`config.mk`:
```
export PLATFORM = sky130hd
export DESIGN_NAME = hdlcRxDeframer
export DESIGN_NICKNAME = d
export VERILOG_FILES = /design/src/rtl/hdlcRxPkg.sv /design/src/rtl/hdlcRxLineSym.sv /design/src/rtl/hdlcRxDatapath.sv /design/src/rtl/hdlcRxControl.sv /design/src/rtl/hdlcRxDeframer.sv
export SDC_FILE = /design/constraint.sdc
export NUM_CORES = 1
export LEC_CHECK = 0
export BUFFER_PORTS_ARGS = -buffer_cell sky130_fd_sc_hd__buf_2
export CORE_MARGIN = 2
export CORE_UTILIZATION = 60
export DETAILED_ROUTE_END_ITERATION = 8
export PLACE_DENSITY = 0.84
export SLEW_MARGIN = 15
export SYNTH_ARGS = -nofsm -noshare
export SYNTH_HDL_FRONTEND = slang
export SYNTH_SLANG_ARGS = --single-unit
```
`constraint.sdc`:
```
create_clock -name clk -period 2.55 [get_ports clk]
set_clock_uncertainty 0.05 [all_clocks]
set_input_delay 0.6375 -clock clk [delete_from_list [all_inputs] [get_ports clk]]
set_output_delay 0.6375 -clock clk [all_outputs]
set_load 0.02 [all_outputs]
```
`src/rtl/hdlcRxPkg.sv`:
```
`timescale 1ns/1ps
package hdlcRxPkg;

  typedef enum logic {
    ST_HUNT = 1'b0,
    ST_OPEN = 1'b1
  } rxStateT;

  // strobes from control to datapath
  typedef struct packed {
    logic dataEn;   // shift the current line bit as payload
    logic restart;  // flag seen: start a new frame
  } dpCtlT;

  // line symbol classification
  typedef struct packed {
    logic flag;
    logic abort;
    logic dataBit;
  } symT;

  // datapath status toward control
  typedef struct packed {
    logic byteOut;  // a byte leaves the FCS hold queue this cycle
    logic aligned;  // bit position matches a clean closing flag
    logic crcGood;  // checker holds the good residue
  } dpStatT;

endpackage

```
`src/rtl/hdlcRxLineSym.sv`:
```
`timescale 1ns/1ps
module hdlcRxLineSym
  import hdlcRxPkg::*;
#(
  parameter int STUFF_RUN = 5
) (
  input  logic clk,
  input  logic rstN,
  input  logic rxBit,
  output symT  sym
);
  localparam int FLAG_RUN  = STUFF_RUN + 1;
  localparam int ABORT_RUN = STUFF_RUN + 2;
  localparam int ONES_W    = $clog2(ABORT_RUN + 1);

  logic [ONES_W-1:0] onesCnt;

  always_comb begin
    sym.flag    = !rxBit && (onesCnt == ONES_W'(FLAG_RUN));
    sym.abort   = rxBit && (onesCnt == ONES_W'(FLAG_RUN));
    sym.dataBit = rxBit ? (onesCnt < ONES_W'(STUFF_RUN))
                        : ((onesCnt != ONES_W'(STUFF_RUN)) && (onesCnt != ONES_W'(FLAG_RUN)));
  end

  always_ff @(posedge clk) begin
    if (!rstN) begin
      onesCnt <= ONES_W'(ABORT_RUN);
    end else if (rxBit) begin
      if (onesCnt != ONES_W'(ABORT_RUN)) onesCnt <= onesCnt + 1'b1;
    end else begin
      onesCnt <= '0;
    end
  end
endmodule

```
`src/rtl/hdlcRxDatapath.sv`:
```
`timescale 1ns/1ps
module hdlcRxDatapath
  import hdlcRxPkg::*;
#(
  parameter int FCS_BITS = 16
) (
  input  logic       clk,
  input  logic       rstN,
  input  logic       rxBit,
  input  dpCtlT      ctl,
  output dpStatT     stat,
  output logic [7:0] evictByte
);
  localparam int HOLD  = FCS_BITS / 8;
  localparam int CNT_W = $clog2(HOLD + 1);
  localparam logic [FCS_BITS-1:0] POLY =
    (FCS_BITS == 32) ? FCS_BITS'(32'hEDB8_8320) : FCS_BITS'(32'h0000_8408);
  localparam logic [FCS_BITS-1:0] RESIDUE =
    (FCS_BITS == 32) ? FCS_BITS'(32'hDEBB_20E3) : FCS_BITS'(32'h0000_F0B8);

  logic [7:0]          shiftReg;
  logic [2:0]          bitCnt;
  logic [CNT_W-1:0]    heldCnt;
  logic [FCS_BITS-1:0] crcReg;
  logic [7:0]          holdQ [HOLD];
  logic [7:0]          newByte;
  logic                byteDone;

  function automatic logic [FCS_BITS-1:0] crcStep(input logic [FCS_BITS-1:0] c,
                                                  input logic [7:0] d);
    logic [FCS_BITS-1:0] r;
    r = c;
    for (int i = 0; i < 8; i++) begin
      if (r[0] ^ d[i]) r = (r >> 1) ^ POLY;
      else             r = r >> 1;
    end
    return r;
  endfunction

  always_comb begin
    newByte       = {rxBit, shiftReg[7:1]};
    byteDone      = ctl.dataEn && (bitCnt == 3'd7);
    stat.byteOut  = byteDone && (heldCnt == CNT_W'(HOLD));
    stat.aligned  = (bitCnt == 3'd6);
    stat.crcGood  = (crcReg == RESIDUE);
    evictByte     = holdQ[HOLD-1];
  end

  always_ff @(posedge clk) begin
    if (!rstN) begin
      shiftReg <= '0;
      bitCnt   <= '0;
      heldCnt  <= '0;
      crcReg   <= '1;
    end else if (ctl.restart) begin
      bitCnt   <= '0;
      heldCnt  <= '0;
      crcReg   <= '1;
    end else if (ctl.dataEn) begin
      shiftReg <= newByte;
      bitCnt   <= bitCnt + 3'd1;
      if (bitCnt == 3'd7) begin
        crcReg <= crcStep(crcReg, newByte);
        if (heldCnt != CNT_W'(HOLD)) heldCnt <= heldCnt + 1'b1;
      end
    end
  end

  // FCS hold queue: newest at index 0, oldest leaves from the far end
  always_ff @(posedge clk) begin
    if (!rstN)         holdQ[0] <= '0;
    else if (byteDone) holdQ[0] <= newByte;
  end

  for (genvar g = 1; g < HOLD; g++) begin : g_hold
    always_ff @(posedge clk) begin
      if (!rstN)         holdQ[g] <= '0;
      else if (byteDone) holdQ[g] <= holdQ[g-1];
    end
  end
endmodule

```
`src/rtl/hdlcRxControl.sv`:
```
`timescale 1ns/1ps
module hdlcRxControl
  import hdlcRxPkg::*;
#(
  parameter int READ_WINDOW = 7
) (
  input  logic       clk,
  input  logic       rstN,
  input  symT        sym,
  input  dpStatT     stat,
  input  logic [7:0] evictByte,
  input  logic       rdStb,
  output dpCtlT      ctl,
  output logic [7:0] rxData,
  output logic       ready,
  output logic       frameValid,
  output logic       frameErr,
  output logic       frameEnd
);
  localparam int AGE_W = $clog2(READ_WINDOW);

  rxStateT           state;
  logic [AGE_W-1:0]  age;
  logic              closeNow;
  logic              errNow;

  always_comb begin
    ctl.dataEn  = (state == ST_OPEN) && sym.dataBit;
    ctl.restart = sym.flag;
    closeNow    = frameValid && !frameEnd && (sym.flag || sym.abort);
    errNow      = sym.abort || !stat.aligned || !stat.crcGood;
  end

  always_ff @(posedge clk) begin
    if (!rstN) begin
      state <= ST_HUNT;
    end else if (sym.flag) begin
      state <= ST_OPEN;
    end else if (sym.abort) begin
      state <= ST_HUNT;
    end
  end

  always_ff @(posedge clk) begin
    if (!rstN) begin
      rxData     <= '0;
      ready      <= 1'b0;
      age        <= '0;
      frameValid <= 1'b0;
      frameErr   <= 1'b0;
      frameEnd   <= 1'b0;
    end else begin
      if (frameEnd) begin
        frameEnd   <= 1'b0;
        frameValid <= 1'b0;
        frameErr   <= 1'b0;
      end
      if (closeNow) begin
        frameEnd <= 1'b1;
        frameErr <= frameErr | errNow;
        ready    <= 1'b0;
      end else if (stat.byteOut) begin
        rxData     <= evictByte;
        ready      <= 1'b1;
        age        <= '0;
        frameValid <= 1'b1;
      end else if (ready) begin
        if (rdStb) begin
          ready <= 1'b0;
        end else if (age == AGE_W'(READ_WINDOW - 1)) begin
          ready    <= 1'b0;
          frameErr <= 1'b1;
        end else begin
          age <= age + 1'b1;
        end
      end
    end
  end
endmodule

```
`src/rtl/hdlcRxDeframer.sv`:
```
`timescale 1ns/1ps
module hdlcRxDeframer
  import hdlcRxPkg::*;
#(
  parameter int FCS_BITS    = 16,
  parameter int READ_WINDOW = 7,
  parameter int STUFF_RUN   = 5
) (
  input  logic       clk,
  input  logic       rstN,
  input  logic       rxBit,
  input  logic       rdStb,
  output logic [7:0] rxData,
  output logic       ready,
  output logic       frameValid,
  output logic       frameErr,
  output logic       frameEnd
);
  symT        sym;
  dpCtlT      ctl;
  dpStatT     stat;
  logic [7:0] evictByte;

  hdlcRxLineSym #(.STUFF_RUN(STUFF_RUN)) uSym (
    .clk(clk), .rstN(rstN), .rxBit(rxBit), .sym(sym)
  );

  hdlcRxDatapath #(.FCS_BITS(FCS_BITS)) uDp (
    .clk(clk), .rstN(rstN), .rxBit(rxBit), .ctl(ctl),
    .stat(stat), .evictByte(evictByte)
  );

  hdlcRxControl #(.READ_WINDOW(READ_WINDOW)) uCtl (
    .clk(clk), .rstN(rstN), .sym(sym), .stat(stat), .evictByte(evictByte),
    .rdStb(rdStb), .ctl(ctl), .rxData(rxData), .ready(ready),
    .frameValid(frameValid), .frameErr(frameErr), .frameEnd(frameEnd)
  );
endmodule

```
After elaboration in Yosys (flattened, before gate mapping):

Memories as Yosys holds them, arrays and structs flattened. A register that Yosys moved wholly into a read port is not among the register bits.
Index checks and enable logic that the tools add are counted.

* bits in registers: 40
* bits in latches: 0
* RAM bits: 16
* memory bits (read-only): 0
* output and inout bits: 12
* word-level logic and storage cells: 142
* memories kept: 1

Memory list
* uDp.holdQ: words 2, bits a word 8, read ports 2, clocked after memory_dff 1, wr ports 2, line hdlcRxDatapath.sv:25 `logic [7:0] holdQ [HOLD];`

* add/sub/neg operators: 4
* multipliers: 0
* divide/modulo/power cells: 0
* $lt $le $gt $ge: 1
* eq/ne operators: 13
* shift-type cells: 0
* muxes and demuxes: 65
* bitwise logic cells: 22
* reduce and logical (&&, ||, !) cells: 25

Operators by type and width (count)
* $mux W16: 36
* $not A2 Y3: 8
* $mux W1: 21
* $mux W3: 6
* $eq A16 B16 Y1 const B: 1
* $mux W8: 2
* $eq A3 B3 Y1 const B: 4
* $add A3 B1 Y3 const B: 3
* $ne A3 B3 Y1 const B: 3
* $logic_and A1 B1 Y1: 8
* $xor A1 B1 Y1: 8
* $reduce_and A2 Y1: 3
* $logic_not A1 Y1: 5
* $ne A2 B1 Y1 const B: 2
* $ne A2 B2 Y1 const B: 2
* $reduce_and A4 Y1: 1
* $reduce_bool A2 Y1: 2
* $reduce_or A2 Y1: 2
* $logic_or A1 B1 Y1: 3
* $lt A3 B3 Y1 const B: 1
* $not A1 Y1: 3
* $or A1 B1 Y1: 3
* $reduce_and A3 Y1: 1
* $add A2 B1 Y2 const B: 1
* $eq A2 B2 Y1 const B: 1

Longest topological paths before layout:

* depth in word-level cells: 45
* depth in mapped cells: 8

Modules after synthesis:

From an unflattened synthesis, not the netlist that was laid out.

* cell total of the unflattened synthesis: 280
* area, all modules: 3051.7 um^2

Modules (own cells, without submodules)
* hdlcRxDatapath: instances 1, cells an instance 172, area each 2068.2 um^2
* hdlcRxControl: instances 1, cells an instance 86, area each 787.0 um^2
* hdlcRxLineSym: instances 1, cells an instance 22, area each 196.4 um^2

Least setup slack after synthesis:

OpenSTA, ideal clock, no wires.

* kind: input port to flip-flop
* start point: in rxBit
* end point: mem uDp.holdQ[0][0] (enable)
* library setup time: 0.363 ns
* arrival: 1.820 ns
* data required time: 2.137 ns
* path slack: 0.316 ns
* stages: 6
* path buffers: 2
* cell sequence: nand3b_2 and2_1 buf_2 nand2_1 buf_2 nand2_1

RTL lines
* from (decl): line hdlcRxDeframer.sv:11 `input logic rxBit,`
* to (decl): line hdlcRxDatapath.sv:25

==> flow_metrics.py <==
metrics = {
    "outcome": {
        "outcome": "completed",
    },
    "place": {
        "dpl.hpwl_um": 3603,
        "gp_congestion": 0.9148,
        "io_buffers": 15,
    },
    "routing": {
        "viasPerCell": 5.584,
        "drtIter0Drc": 106,
        "drt-pass1-iter-count": 4,
        "vias": 1988,
        "wirelength_um": 5312,
        "ant_nets": 0,
        "drc_errors": 0,
        "avgRoutedWirePerCell_um": 14.92,
    },
    "worst_hold_path": {
        "hold_path.class": "reg -> reg",
    },
    "timing": {
        "period_needed_ns": 2.256,
        "grt_setup_unrepaired": "false",
        "worstMarginPinSlew_ns": 0.6570,
        "timing.fmax_mhz": 443.2,
        "period_share_pct": 88.47,
        "setup_tns_ns": 0,
        "setup-violations-final": 0,
        "hold_violations": 0,
        "relSlewSlack_pct": 56.10,
        "holdWs_ns": 0.4040,
        "drv_slew": 0,
    },
    "yosys": {
        "synthFlopType": "dfxtp_1",
        "synth-seq-cells": 63,
        "synthArstFlopShare_pct": 0,
        "synth_edf_count": 16,
        "synth_top_area_share_pct": 32.74,
        "synth.largest_area_cell": "dfxtp_1",
        "synth.yosys.warnings": 0,
        "netlist_instances": 276,
        "yosysUniqueCellTypes": 43,
        "synth.area.top_cells": "dfxtp_1 33%, edfxtp_1 17%, mux2i_1 5.2%",
        "syn_avg_cell_area_um2": 10.41,
        "seq_area_frac_synth_pct": 49.46,
        "synthesis.area_um2": 2874,
        "synth_nets": 290,
    },
    "layout": {
        "nets": 311,
        "num-fill-cells": 325,
        "diodes": 0,
        "multiInputGateArea_um2": 1358,
        "finish.utilization_pct": 69.26,
        "syn_to_final_growth_pct": 12.32,
        "drive_gt1_share_pct": 14.90,
        "seqCellArea_um2": 1421,
    },
    "clock_tree": {
        "cts_max_level": 3,
        "cts_buffers": 9,
        "cts_resized": 0,
        "cts_tree": "done",
        "root_buffer": "clkbuf_8",
        "clk_pin_slew_ns": 0.07,
        "cts_setup_buffers": 0,
        "clk_path_buf_depth": 2,
        "cts_sinks": 63,
        "cts_hold_buf": 0,
        "clkLatencyLatePin_ns": 0.34,
    },
    "die": {
        "core-area_um2": 4661,
        "die_x_um": 73.21,
        "num_io_pins": 16,
        "row_count": 25,
        "die_h_um": 73.21,
        "dieArea_um2": 5360,
        "initial_core_util_pct": 61.66,
    },
    "critical_path": {
        "path_max_fanout": 16,
        "arrival_ns": 2.18,
        "critPathLaunchType": "flop",
        "worstSetupPathType": "reg -> reg",
        "end_kind": "flop",
        "cp.required_ns": 2.47,
    },
    "grt": {
        "grt_first_pass_wirelength_um": 8687,
        "track_usage_pct": 21.75,
        "grt_max_degree": 31,
        "grt_antenna_before_repair": 0,
        "grt_pass1_vias": 1877,
        "grt.overflow.total": 0,
    },
    "power": {
        "leakage_nw": 1.223,
        "ir_drop_uv": 572.1,
        "p_per_area_nw_per_um2": 654.0,
        "total_power_mw": 2.111,
    },
    "flow_run": {
        "maxCapViolCount": 0,
    },
}
sequential cells by signal (all words and copies together), names as in the netlist, 2 cells and up:
register / count
uDp.heldCnt: 2
uDp.crcReg: 16
uSym.onesCnt: 3
uDp.holdQ: 16
uDp.bitCnt: 3
uCtl.rxData: 8
uCtl.age: 3
uDp.shiftReg: 7
kinds of logic after synthesis:
| family | synth area share (%) |
|---|---|
| AND/OR/NAND/NOR | 18.33 |
| flip-flops | 49.46 |
| AO/OA/AOI/OAI | 11.10 |
| XOR/XNOR | 8.228 |
| buffers and inverters | 3.309 |
| multiplexers | 5.224 |
| adder cells (fa/ha/maj) | 4.354 |
path summary, 6_finish.rpt:
check | slack [ns] | cells past startpoint | startpoint | endpoint
worst max-delay path | 0.29 | 6 | uSym.onesCnt[0]$_SDFFE_PN1P_ | uDp.holdQ[0][1]$_SDFFCE_PN0P_
worst min-delay path | 0.40 | 2 | uCtl.rxData[7]$_SDFFE_PN0P_ | uCtl.rxData[7]$_SDFFE_PN0P_
worst max register to register | 0.29 | 6 | uSym.onesCnt[0]$_SDFFE_PN1P_ | uDp.holdQ[0][1]$_SDFFCE_PN0P_
worst min register to register | 0.40 | 2 | uCtl.rxData[7]$_SDFFE_PN0P_ | uCtl.rxData[7]$_SDFFE_PN0P_
synthesized netlist by cell type, drive strengths merged, types with 2 or more instances:
cell and instances:
nor4bb 2, nor2 9, o32ai 2, xor2 10
nand3 10, dfxtp 47, nand2 27, o211ai 11
inv 7, nor3b 2, a22oi 4, and2 19
o21a 3, a21oi 3, xnor2 17, a31oi 2
nand3b 2, ha 10, buf 6, nor3 3
nand4 4, clkbuf 7, edfxtp 16, o21ai 18
mux2i 15, nor2b 11
per-layer routing:
layer | wire length, um | share of wire, % | up-vias | GRT usage (%)
met5 | 0 | 0 | - | 0
met4 | 103 | 1.9 | 0 | 12.14
met3 | 188 | 3.5 | 11 | 4.282
met2 | 2525 | 48 | 38 | 34.53
met1 | 2495 | 47 | 935 | 27.64
li1 | - | - | 1004 | -
critical path, cell delays in order (launching register included):
cell	delay, ns
dfxtp_1	0.45
inv_1	0.08
ha_1	0.24
nand3b_2	0.15
and2_1	0.30
nand2_1	0.11
nand2_1	0.50
layout make-up:
type / count / share of cell area (%)
Inverter: 7 / 0.8140
Timing Repair Buffer: 23 / 4.186
Sequential cell: 63 / 44.03
Clock inverter: 7 / 2.984
Clock buffer: 9 / 3.837
Tap cell: 54 / 2.093
Multi-Input combinational cell: 193 / 42.05
cell usage in the layout (no fill, tap or decap), drive strengths merged, types with 2 or more instances in the layout:
cell      instances
nor3b             2
ha               10
o211ai           11
edfxtp           16
and2             19
xnor2            17
clkbuf            9
o21ai            18
dfxtp            47
nand3            10
mux2i            15
a31oi             2
inv               8
bufinv            2
nand4             4
nor4bb            2
xor2             10
buf              23
clkinvlp          3
nor2              9
nand2            27
o21a              3
a22oi             4
nor2b            11
nor3              3
o32ai             2
nand3b            2
a21oi             3
stage by stage:
step | setup WS, ns | cell area, um^2 | cells
after floorplan | 0.3165 | 2874 | 276
after global placement | 0.3113 | 3008 | 340
after detailed placement | 0.2463 | 3008 | 340
after CTS | 0.3040 | 3228 | 356
after global routing | 0.1167 | 3228 | 356
final | 0.2939 | 3228 | 356
power by group:
group	switching [mW]	leakage, nW	internal (mW)	total, mW
Combinational	0.0645	0.577	0.0383	0.103
Clock	0.400	0.102	0.551	0.951
Sequential	0.0169	0.544	1.04	1.06
Power figures use the tool's default switching activity.
